**config.mk**
```make
export PLATFORM = sky130hd
export DESIGN_NAME = apwm_frame_enc
export DESIGN_NICKNAME = d
export VERILOG_FILES = /design/src/rtl/apwm_pkg.sv /design/src/rtl/apwm_sequencer.sv /design/src/rtl/apwm_section_decode.sv /design/src/rtl/apwm_level.sv /design/src/rtl/apwm_frame_enc.sv
export SDC_FILE = /design/constraint.sdc
export NUM_CORES = 1
export LEC_CHECK = 0
export CAP_MARGIN = 20
export CORE_MARGIN = 3
export CORE_UTILIZATION = 60
export DETAILED_ROUTE_END_ITERATION = 10
export GPL_TIMING_DRIVEN = 0
export HOLD_SLACK_MARGIN = 0.15
export PLACE_DENSITY_LB_ADDON = 0.25
export SLEW_MARGIN = 20
export SYNTH_ARGS = -nofsm -noshare
export SYNTH_HDL_FRONTEND = slang
export SYNTH_SLANG_ARGS = --single-unit
export TNS_END_PERCENT = 10
```
**constraint.sdc**
```tcl
create_clock -name clk_i -period 11.6 [get_ports clk_i]
set_input_delay 2.32 -clock clk_i [delete_from_list [all_inputs] [get_ports clk_i]]
set_output_delay 2.32 -clock clk_i [all_outputs]
set_load 0.005 [all_outputs]
```
**src/rtl/apwm_pkg.sv**
```systemverilog
package apwm_pkg;

    // Section of the frame a tick period falls in
    typedef enum logic [1:0] {
        SEC_INIT = 2'd0,
        SEC_FLAG = 2'd1,
        SEC_DATA = 2'd2,
        SEC_TAIL = 2'd3
    } apwm_sec_e;

endpackage

```
**src/rtl/apwm_sequencer.sv**
```systemverilog
module apwm_sequencer #(
    parameter int ANGLE_W   = 12,
    parameter int FRAME_LEN = 4119,
    parameter int POS_W     = 13
) (
    input  logic               clk_i,
    input  logic               rst_ni,
    input  logic               en_i,
    input  logic               tick_i,
    input  logic [ANGLE_W-1:0] angle_i,
    input  logic               err_i,
    output logic               nxt_started_o,
    output logic [POS_W-1:0]   nxt_pos_o,
    output logic [ANGLE_W-1:0] nxt_ang_o,
    output logic               nxt_err_o,
    output logic               cur_started_o,
    output logic [POS_W-1:0]   cur_pos_o,
    output logic [ANGLE_W-1:0] cur_ang_o,
    output logic               cur_err_o
);

    localparam logic [POS_W-1:0] LAST_POS = POS_W'(FRAME_LEN - 1);

    typedef struct packed {
        logic               started;
        logic [POS_W-1:0]   pos;
        logic [ANGLE_W-1:0] ang;
        logic               err;
    } seq_s;

    seq_s seq_d, seq_q;

    always_comb begin
        seq_d = seq_q;
        if (!en_i) begin
            seq_d.started = 1'b0;
            seq_d.pos     = '0;
        end else if (tick_i) begin
            if (!seq_q.started || seq_q.pos == LAST_POS) begin
                // frame boundary: capture the inputs for the whole frame
                seq_d.started = 1'b1;
                seq_d.pos     = '0;
                seq_d.ang     = angle_i;
                seq_d.err     = err_i;
            end else begin
                seq_d.pos = seq_q.pos + POS_W'(1);
            end
        end
    end

    always_ff @(posedge clk_i or negedge rst_ni) begin
        if (!rst_ni) begin
            seq_q <= '0;
        end else begin
            seq_q <= seq_d;
        end
    end

    assign nxt_started_o = seq_d.started;
    assign nxt_pos_o     = seq_d.pos;
    assign nxt_ang_o     = seq_d.ang;
    assign nxt_err_o     = seq_d.err;
    assign cur_started_o = seq_q.started;
    assign cur_pos_o     = seq_q.pos;
    assign cur_ang_o     = seq_q.ang;
    assign cur_err_o     = seq_q.err;

endmodule

```
**src/rtl/apwm_section_decode.sv**
```systemverilog
module apwm_section_decode
    import apwm_pkg::*;
#(
    parameter int POS_W    = 13,
    parameter int INIT_LEN = 12,
    parameter int FLAG_LEN = 4,
    parameter int DATA_LEN = 4095
) (
    input  logic [POS_W-1:0] pos_i,
    output apwm_sec_e        sec_o,
    output logic [POS_W-1:0] off_o
);

    localparam int DATA_START = INIT_LEN + FLAG_LEN;
    localparam int TAIL_START = DATA_START + DATA_LEN;

    always_comb begin
        if (pos_i < POS_W'(INIT_LEN)) begin
            sec_o = SEC_INIT;
        end else if (pos_i < POS_W'(DATA_START)) begin
            sec_o = SEC_FLAG;
        end else if (pos_i < POS_W'(TAIL_START)) begin
            sec_o = SEC_DATA;
        end else begin
            sec_o = SEC_TAIL;
        end
        // offset into the data section, meaningful only there
        off_o = pos_i - POS_W'(DATA_START);
    end

endmodule

```
**src/rtl/apwm_level.sv**
```systemverilog
module apwm_level
    import apwm_pkg::*;
#(
    parameter int ANGLE_W = 12,
    parameter int POS_W   = 13
) (
    input  apwm_sec_e          sec_i,
    input  logic [POS_W-1:0]   off_i,
    input  logic [ANGLE_W-1:0] ang_i,
    input  logic               err_i,
    output logic               level_o
);

    logic [POS_W-1:0] ang_ext;

    always_comb begin
        ang_ext = POS_W'(ang_i);
        unique case (sec_i)
            SEC_INIT: level_o = 1'b1;
            SEC_FLAG: level_o = !err_i;
            SEC_DATA: level_o = !err_i && (off_i < ang_ext);
            default:  level_o = 1'b0;
        endcase
    end

endmodule

```
**src/rtl/apwm_frame_enc.sv**
```systemverilog
module apwm_frame_enc
    import apwm_pkg::*;
#(
    parameter int ANGLE_W  = 12,
    parameter int INIT_LEN = 12,
    parameter int FLAG_LEN = 4,
    parameter int TAIL_LEN = 8
) (
    input  logic               clk_i,
    input  logic               rst_ni,
    input  logic               tick_i,
    input  logic               en_i,
    input  logic [ANGLE_W-1:0] angle_i,
    input  logic               err_i,
    output logic               pwm_o
);

    localparam int DATA_LEN  = (1 << ANGLE_W) - 1;
    localparam int FRAME_LEN = INIT_LEN + FLAG_LEN + DATA_LEN + TAIL_LEN;
    localparam int POS_W     = $clog2(FRAME_LEN);

    logic               nxt_started, seq_started;
    logic [POS_W-1:0]   nxt_pos, seq_pos;
    logic [ANGLE_W-1:0] nxt_ang, seq_ang;
    logic               nxt_err, seq_err;
    apwm_sec_e          nxt_sec;
    logic [POS_W-1:0]   nxt_off;
    logic               nxt_level;
    logic               pwm_d, pwm_q;

    apwm_sequencer #(
        .ANGLE_W   (ANGLE_W),
        .FRAME_LEN (FRAME_LEN),
        .POS_W     (POS_W)
    ) u_seq (
        .clk_i         (clk_i),
        .rst_ni        (rst_ni),
        .en_i          (en_i),
        .tick_i        (tick_i),
        .angle_i       (angle_i),
        .err_i         (err_i),
        .nxt_started_o (nxt_started),
        .nxt_pos_o     (nxt_pos),
        .nxt_ang_o     (nxt_ang),
        .nxt_err_o     (nxt_err),
        .cur_started_o (seq_started),
        .cur_pos_o     (seq_pos),
        .cur_ang_o     (seq_ang),
        .cur_err_o     (seq_err)
    );

    apwm_section_decode #(
        .POS_W    (POS_W),
        .INIT_LEN (INIT_LEN),
        .FLAG_LEN (FLAG_LEN),
        .DATA_LEN (DATA_LEN)
    ) u_dec (
        .pos_i (nxt_pos),
        .sec_o (nxt_sec),
        .off_o (nxt_off)
    );

    apwm_level #(
        .ANGLE_W (ANGLE_W),
        .POS_W   (POS_W)
    ) u_lvl (
        .sec_i   (nxt_sec),
        .off_i   (nxt_off),
        .ang_i   (nxt_ang),
        .err_i   (nxt_err),
        .level_o (nxt_level)
    );

    // output level for the period the next state describes
    always_comb begin
        pwm_d = nxt_started && nxt_level;
    end

    always_ff @(posedge clk_i or negedge rst_ni) begin
        if (!rst_ni) begin
            pwm_q <= 1'b0;
        end else begin
            pwm_q <= pwm_d;
        end
    end

    assign pwm_o = pwm_q;

endmodule

```
==> flow_metrics.env, run 1 <==
export IMPL_status="finished, final reports clean"
export IMPL_dieArea_mm2=0.00394
export IMPL_htreeDepth=1
export IMPL_num_antenna_cells=0
export IMPL_cp_top_family="compound AO/OA/AOI/OAI gates"
export IMPL_required_ns=11.88
export IMPL_overflow=0
export IMPL_holdPathStages=2
export IMPL_ys_types=50
export IMPL_die_height_um=62.8
export IMPL_dp_cells=262
export IMPL_yosysTopAreaCellShare=0.362
export IMPL_min_period_over_period=0.563
export IMPL_viasPerCell=5.94
export IMPL_slowest_delay_ns=0.48
export IMPL_ant_nets=0
export IMPL_seq_area_frac_synth=0.362
export IMPL_finalHoldViolations=0
export IMPL_critPathSlowestCell="clkdlybuf4s50_1"
export IMPL_antenna_found_initial=0
export IMPL_m1WireLength_um=1690
export IMPL_drcViolationCount=0
export IMPL_first_pass_iters=4
export IMPL_wl_met2_um=2080
export IMPL_fmax_ghz=0.153
export IMPL_reg2reg_slack_ns=6.69
export IMPL_cts_hold_buf=0
export IMPL_crit_type="input port to flip-flop"
export IMPL_drv_slew=0
export IMPL_area_growth_pct=14.0
export IMPL_netlist_top_cell_by_area="dfrtp_1"
export IMPL_vias=1581
export IMPL_syn_mean_instance_area_um2=9.52
export IMPL_root_buffer="clkbuf_4"
export IMPL_synth_top_flop_cell="dfrtp_1"
export IMPL_wirelength_um=4240
export IMPL_top_layer_used="met4"
export IMPL_path_clk_slew_ns=0.16
export IMPL_period_needed_ns=6.53
export IMPL_syn_inst=203
export IMPL_rr_startpoint="u_seq.cur_pos_o[0]"
export IMPL_finalNonFillerCells=266
export IMPL_synthArstFlopShare=1.00
export IMPL_wl_met3_um=346
export IMPL_ctsResizeCount=0
export IMPL_cts_made_buffers=3
export IMPL_hp_start="u_seq.cur_ang_o[1]"
export IMPL_numClockSinks=28
export IMPL_path_cells="clkdlybuf4s50_1 > and3_1 > and4_1 > a211o_1 > buf_6 > clkbuf_1 > or2_2 > ha_1 > a31o_2 > o21ai_0 > nand2_1 > ha_1 > a21boi_0 > a2111oi_0 > o21ai_0 > a221oi_1 > nand4_1 > a31oi_1"
export IMPL_place_gp_congestion=0.896
export IMPL_rr_worst_depth=20
export IMPL_fp_dieW_um=62.8
export IMPL_critPathBufInv=3
export IMPL_io_pins=18
export IMPL_cts_tree="done"
export IMPL_setup_viol=0
export IMPL_rsz0062_at_grt="no"
export IMPL_skew_ns=0.0147
export IMPL_tns_ns=0
export IMPL_synth_top_cells_by_count="28 x dfrtp_1, 24 x nor2_1, 18 x inv_1"
export IMPL_syn_nets=234
export IMPL_nets=256
export IMPL_startpoint_type="input port"
export IMPL_yosysMostFrequentCell="dfrtp_1"
export IMPL_p_leak_nw=1.01
export IMPL_grt_usage=0.232
export IMPL_wl_per_cell_um=15.9
export IMPL_grt_pass1_wl_um=7380
export IMPL_pwr_density_cell_mw_per_mm2=101
export IMPL_ys_warn_count=0
export IMPL_r2r_end="pwm_o"
export IMPL_grt_pass1_vias=1579
export IMPL_dp_hpwl_um=3280
export IMPL_syn_area_mm2=0.00193
export IMPL_synth_edf_count=0
export IMPL_worst_slew_pin_slew_ns=0.617
export IMPL_clock_latency_ns=0.34
export IMPL_maxCapViolations=0
export IMPL_coreArea_mm2=0.00290
export IMPL_hold_class="flip-flop to flip-flop"
export IMPL_min_to="u_seq.cur_ang_o[1]"
export IMPL_cp_max_fo=10
export IMPL_endpoint_kind="flip-flop"
export IMPL_ys_ff_latch=28
export IMPL_post_cts_setup_buffers=0
export IMPL_cts_path_max_buffers=2
export IMPL_cp_arrival_ns=6.80
export IMPL_start_util=0.667
export IMPL_drive_gt1_frac=0.116
export IMPL_ir_drop_v=0.000120
export IMPL_grt_max_degree=29
export IMPL_rows=19
export IMPL_drt_iter0_drc=130
export IMPL_portBuffers=17
export IMPL_synthTopCellsByArea="dfrtp_1 36%, ha_1 9.1%, mux2i_1 5.2%"
export IMPL_slew_headroom=0.588
==> cells in the final DEF (no fill, tap or decap), drive strengths merged, types with 2 or more instances in the layout <==
master,count
a2111oi,2
a211oi,3
a21boi,2
a21oi,4
a31o,2
a31oi,2
and3,3
and3b,2
and4,4
buf,9
clkbuf,4
clkdlybuf4s50,16
dfrtp,28
ha,14
inv,18
mux2,3
mux2i,10
nand2,9
nand2b,2
nand3,6
nand4,4
nor2,24
nor3,3
nor3b,2
nor4,2
nor4b,2
o211ai,2
o21ai,10
or2,3
xnor2,9
xor2,7
==> worst register-to-register path, cell delays in order (launching register included) <==
cell and delay [ns]:
dfrtp_1 0.38, buf_2 0.23, inv_1 0.07, ha_1 0.19
nor4b_2 0.16, and4_1 0.24, a211o_1 0.24, buf_6 0.14
clkbuf_1 0.22, or2_2 0.39, ha_1 0.28, a31o_2 0.22
o21ai_0 0.08, nand2_1 0.10, ha_1 0.31, a21boi_0 0.13
a2111oi_0 0.48, o21ai_0 0.17, a221oi_1 0.44, nand4_1 0.19
a31oi_1 0.20
==> power breakdown <==
part | internal (W) | switching (W) | leakage (nW) | total (W)
Combinational | 0.0000219 | 0.0000255 | 0.627 | 0.0000474
Clock | 0.0000350 | 0.0000293 | 0.0279 | 0.0000643
Sequential | 0.000107 | 0.00000404 | 0.358 | 0.000111
==> sequential cells by signal, summed over array words and instances, names as in the netlist <==
name,cells
u_seq.cur_ang_o,12
pwm_o,1
u_seq.cur_err_o,1
u_seq.cur_pos_o,13
u_seq.cur_started_o,1
==> final cells by class <==
class                      instances  area, um2
multi-input combinational        148       1110
sequential                        28        701
fill                             210        697
timing repair buffer              17        165
inverter                          18       67.6
buffer                             9       56.3
tap                               42       52.6
clock inverter                     1       30.0
clock buffer                       3       22.5
==> worst max-delay path by stage <==
stage | from | endpoint | slack [ns] | depth (start not counted)
2_1_floorplan | tick_i | pwm_o | 6.07 | 17
3_3_place_gp | tick_i | pwm_o | 4.92 | 18
3_5_place_dp | tick_i | pwm_o | 4.84 | 18
4_1_cts | tick_i | pwm_o | 5.11 | 18
5_1_grt | tick_i | pwm_o | 4.79 | 19
6_report | tick_i | pwm_o | 5.07 | 18
==> metal layers <==
layer  up-vias  global-route usage
met5         -                   0
met3        16              0.0396
li1        756                   -
met4         0              0.0826
met1       740               0.302
met2        69               0.386
==> stage by stage <==
step	instance area [um2]	power, W	setup WS (ns)	utilization	hold WS, ns
finish	2200	0.000223	5.07	0.760	0.506
global route	2200	0.000236	4.79	0.760	0.554
CTS	2200	0.000224	5.11	0.760	0.512
detailed placement	2150	0.000160	4.84	0.742	0.479
global placement	2160	0.000156	4.92	0.743	0.473
floorplan	1930	0.000142	6.07	-	0.456
==> cell families after synthesis <==
| family | share of synthesized area |
|---|---|
| buf+inv | 0.0641 |
| flops | 0.362 |
| mux | 0.0693 |
| xor+xnor | 0.0725 |
| simple gates | 0.217 |
| compound gates | 0.124 |
| fa+ha+maj | 0.0906 |
(Power assumes the default switching activity.)
==> inputs of run 2 (changes only) <==
--- a/config.mk
+++ b/config.mk
@@ -7,7 +7,7 @@
 export LEC_CHECK = 0
 export CAP_MARGIN = 20
 export CORE_MARGIN = 3
-export CORE_UTILIZATION = 60
+export CORE_UTILIZATION = 52
 export DETAILED_ROUTE_END_ITERATION = 10
 export GPL_TIMING_DRIVEN = 0
 export HOLD_SLACK_MARGIN = 0.15
==> constraint.sdc (replaced) <==
create_clock -name clk_i -period 5.9 [get_ports clk_i]
set_input_delay 1.18 -clock clk_i [delete_from_list [all_inputs] [get_ports clk_i]]
set_output_delay 1.18 -clock clk_i [all_outputs]
set_load 0.005 [all_outputs]
==> flow_metrics.env, run 2 (same netlist as run 1, synthesis figures left out) <==
export IMPL_wl_per_cell_um=14.1
export IMPL_reg2reg_slack_ns=1.20
export IMPL_combPwrFrac=0.210
export IMPL_pwr_density_cell_mw_per_mm2=192
export IMPL_p_int_w=0.000312
export IMPL_vias=1507
export IMPL_drive_gt1_frac=0.116
export IMPL_dieArea_mm2=0.00448
export IMPL_cp_arrival_ns=5.51
export IMPL_power_switching_w=0.000113
export IMPL_skew_ns=0.00843
export IMPL_ant_nets=0
export IMPL_startpoint="tick_i"
export IMPL_worst_slew_pin_slew_ns=0.627
export IMPL_drv_slew=0
export IMPL_hold_class="flip-flop to flip-flop"
export IMPL_cts_made_buffers=3
export IMPL_grt_max_degree=29
export IMPL_ir_drop_v=0.000145
export IMPL_viasPerCell=5.58
export IMPL_rsz0062_at_grt="no"
export IMPL_cts_path_max_buffers=2
export IMPL_start_util=0.557
export IMPL_clock_latency_ns=0.28
export IMPL_portBuffers=17
export IMPL_endpoint_kind="flip-flop"
export IMPL_place_gp_congestion=0.798
export IMPL_setup_viol=0
export IMPL_required_ns=6.11
export IMPL_finalHoldViolations=0
export IMPL_wl_met3_um=135
export IMPL_cp_max_fo=10
export IMPL_startpoint_type="input port"
export IMPL_grt_pass1_wl_um=6620
export IMPL_mostFrequentLayoutCell="dfrtp_1"
export IMPL_grt_usage=0.193
export IMPL_numClockSinks=28
export IMPL_antenna_found_initial=0
export IMPL_crit_type="input port to flip-flop"
export IMPL_htreeDepth=1
export IMPL_rr_startpoint="u_seq.cur_pos_o[0]"
export IMPL_status="finished, final reports clean"
export IMPL_p_leak_nw=1.01
export IMPL_wirelength_um=3810
export IMPL_m1WireLength_um=1870
export IMPL_overflow=0
export IMPL_dp_hpwl_um=2990
export IMPL_die_height_um=67.0
export IMPL_ctsResizeCount=0
export IMPL_top_layer_used="met4"
export IMPL_period_needed_ns=5.30
export IMPL_area_growth_pct=14.4
export IMPL_min_period_over_period=0.899
export IMPL_finalWorstSetupSlack_ns=0.596
export IMPL_root_buffer="clkbuf_8"
export IMPL_cts_hold_buf=0
export IMPL_p_sw_frac=0.266
export IMPL_grt_pass1_vias=1463
export IMPL_drt_iter0_drc=54
export IMPL_maxCapViolations=0
export IMPL_place_ws_ns=0.298
export IMPL_cts_tree="done"
export IMPL_pwr_share_seq=0.510
export IMPL_nets=256
export IMPL_largest_register_ffs=13
export IMPL_hp_start="u_seq.cur_ang_o[1]"
export IMPL_layout_common_cells="28 x dfrtp_1, 24 x nor2_1, 18 x inv_1, 16 x clkdlybuf4s50_1, 14 x ha_1"
export IMPL_io_pins=18
export IMPL_path_clk_slew_ns=0.09
export IMPL_fmax_ghz=0.189
export IMPL_fp_dieW_um=67.0
export IMPL_wl_met2_um=1780
export IMPL_slew_headroom=0.582
export IMPL_rows=21
export IMPL_drcViolationCount=0
export IMPL_tns_ns=0
export IMPL_pwr_share_clk=0.280
export IMPL_num_antenna_cells=0
export IMPL_first_pass_iters=4
export IMPL_post_cts_setup_buffers=0
export IMPL_coreArea_mm2=0.00347
## run 2: changes by cell type in the layout (fill, tap and decap cells not counted)
cell       delta
clkbuf_4      -3
bufinv_16     -1
clkbuf_8      +4
## run 2: routing by layer
metal,vias up,GRT usage
met5,-,0
met4,0,0.0380
met3,5,0.0388
met2,25,0.328
met1,710,0.254
li1,767,-
## run 2: worst paths after layout
| path | to | cells past startpoint |
|---|---|---|
| worst max-delay path | pwm_o | 18 |
| worst min-delay path | u_seq.cur_ang_o[1] | 2 |
| worst max register to register | pwm_o | 20 |
| worst min register to register | u_seq.cur_ang_o[1] | 2 |
| max in group asynchronous | u_seq.cur_pos_o[4] | 1 |
| min in group asynchronous | u_seq.cur_ang_o[9] | 1 |
## run 2: power groups by stage
stage	sequential [W]	clock [W]	combinational (W)
2_1_floorplan	0.000219	0	0.0000599
5_1_grt	0.000220	0.000132	0.000104
4_1_cts	0.000217	0.000124	0.0000907
6_report	0.000217	0.000119	0.0000895
3_3_place_gp	0.000220	0	0.0000882
3_5_place_dp	0.000221	0	0.0000903
## run 2: area by class of cell
type                            instances  area [um2]
Fill cell                             313        1260
Multi-Input combinational cell        148        1110
Sequential cell                        28         701
Timing Repair Buffer                   17         165
Inverter                               18        67.6
Tap cell                               46        57.6
Buffer                                  9        56.3
Clock buffer                            4        55.1
## run 2: through the flow
| stage | power, W | hold slack [ns] | util | instances | cell area (um2) |
|---|---|---|---|---|---|
| after floorplan | 0.000279 | 0.456 | - | 203 | 1930 |
| after CTS | 0.000432 | 0.508 | 0.637 | 270 | 2210 |
| final | 0.000425 | 0.496 | 0.637 | 270 | 2210 |
| after global placement | 0.000309 | 0.472 | 0.623 | 266 | 2160 |
| after global routing | 0.000455 | 0.534 | 0.637 | 270 | 2210 |
| after detailed placement | 0.000311 | 0.486 | 0.622 | 266 | 2160 |
## run 2: critical path: stages
cell             delay, ns
clkdlybuf4s50_1       0.49
and3_1                0.24
and4_1                0.18
a211o_1               0.24
buf_6                 0.15
clkbuf_1              0.22
or2_2                 0.38
ha_1                  0.26
a31o_2                0.21
o21ai_0               0.07
nand2_1               0.09
ha_1                  0.30
a21boi_0              0.13
a2111oi_0             0.45
o21ai_0               0.17
a221oi_1              0.41
o21ai_0               0.15
a31oi_1               0.19
==> inputs of run 3 (changes only) <==
--- a/config.mk
+++ b/config.mk
@@ -9,6 +9,7 @@
 export CORE_MARGIN = 3
 export CORE_UTILIZATION = 52
 export DETAILED_ROUTE_END_ITERATION = 10
+export GPL_ROUTABILITY_DRIVEN = 0
 export GPL_TIMING_DRIVEN = 0
 export HOLD_SLACK_MARGIN = 0.15
 export PLACE_DENSITY_LB_ADDON = 0.25
==> results of run 3 <==
Same layout as run 2: the final DEF is identical, and so are final timing and power.
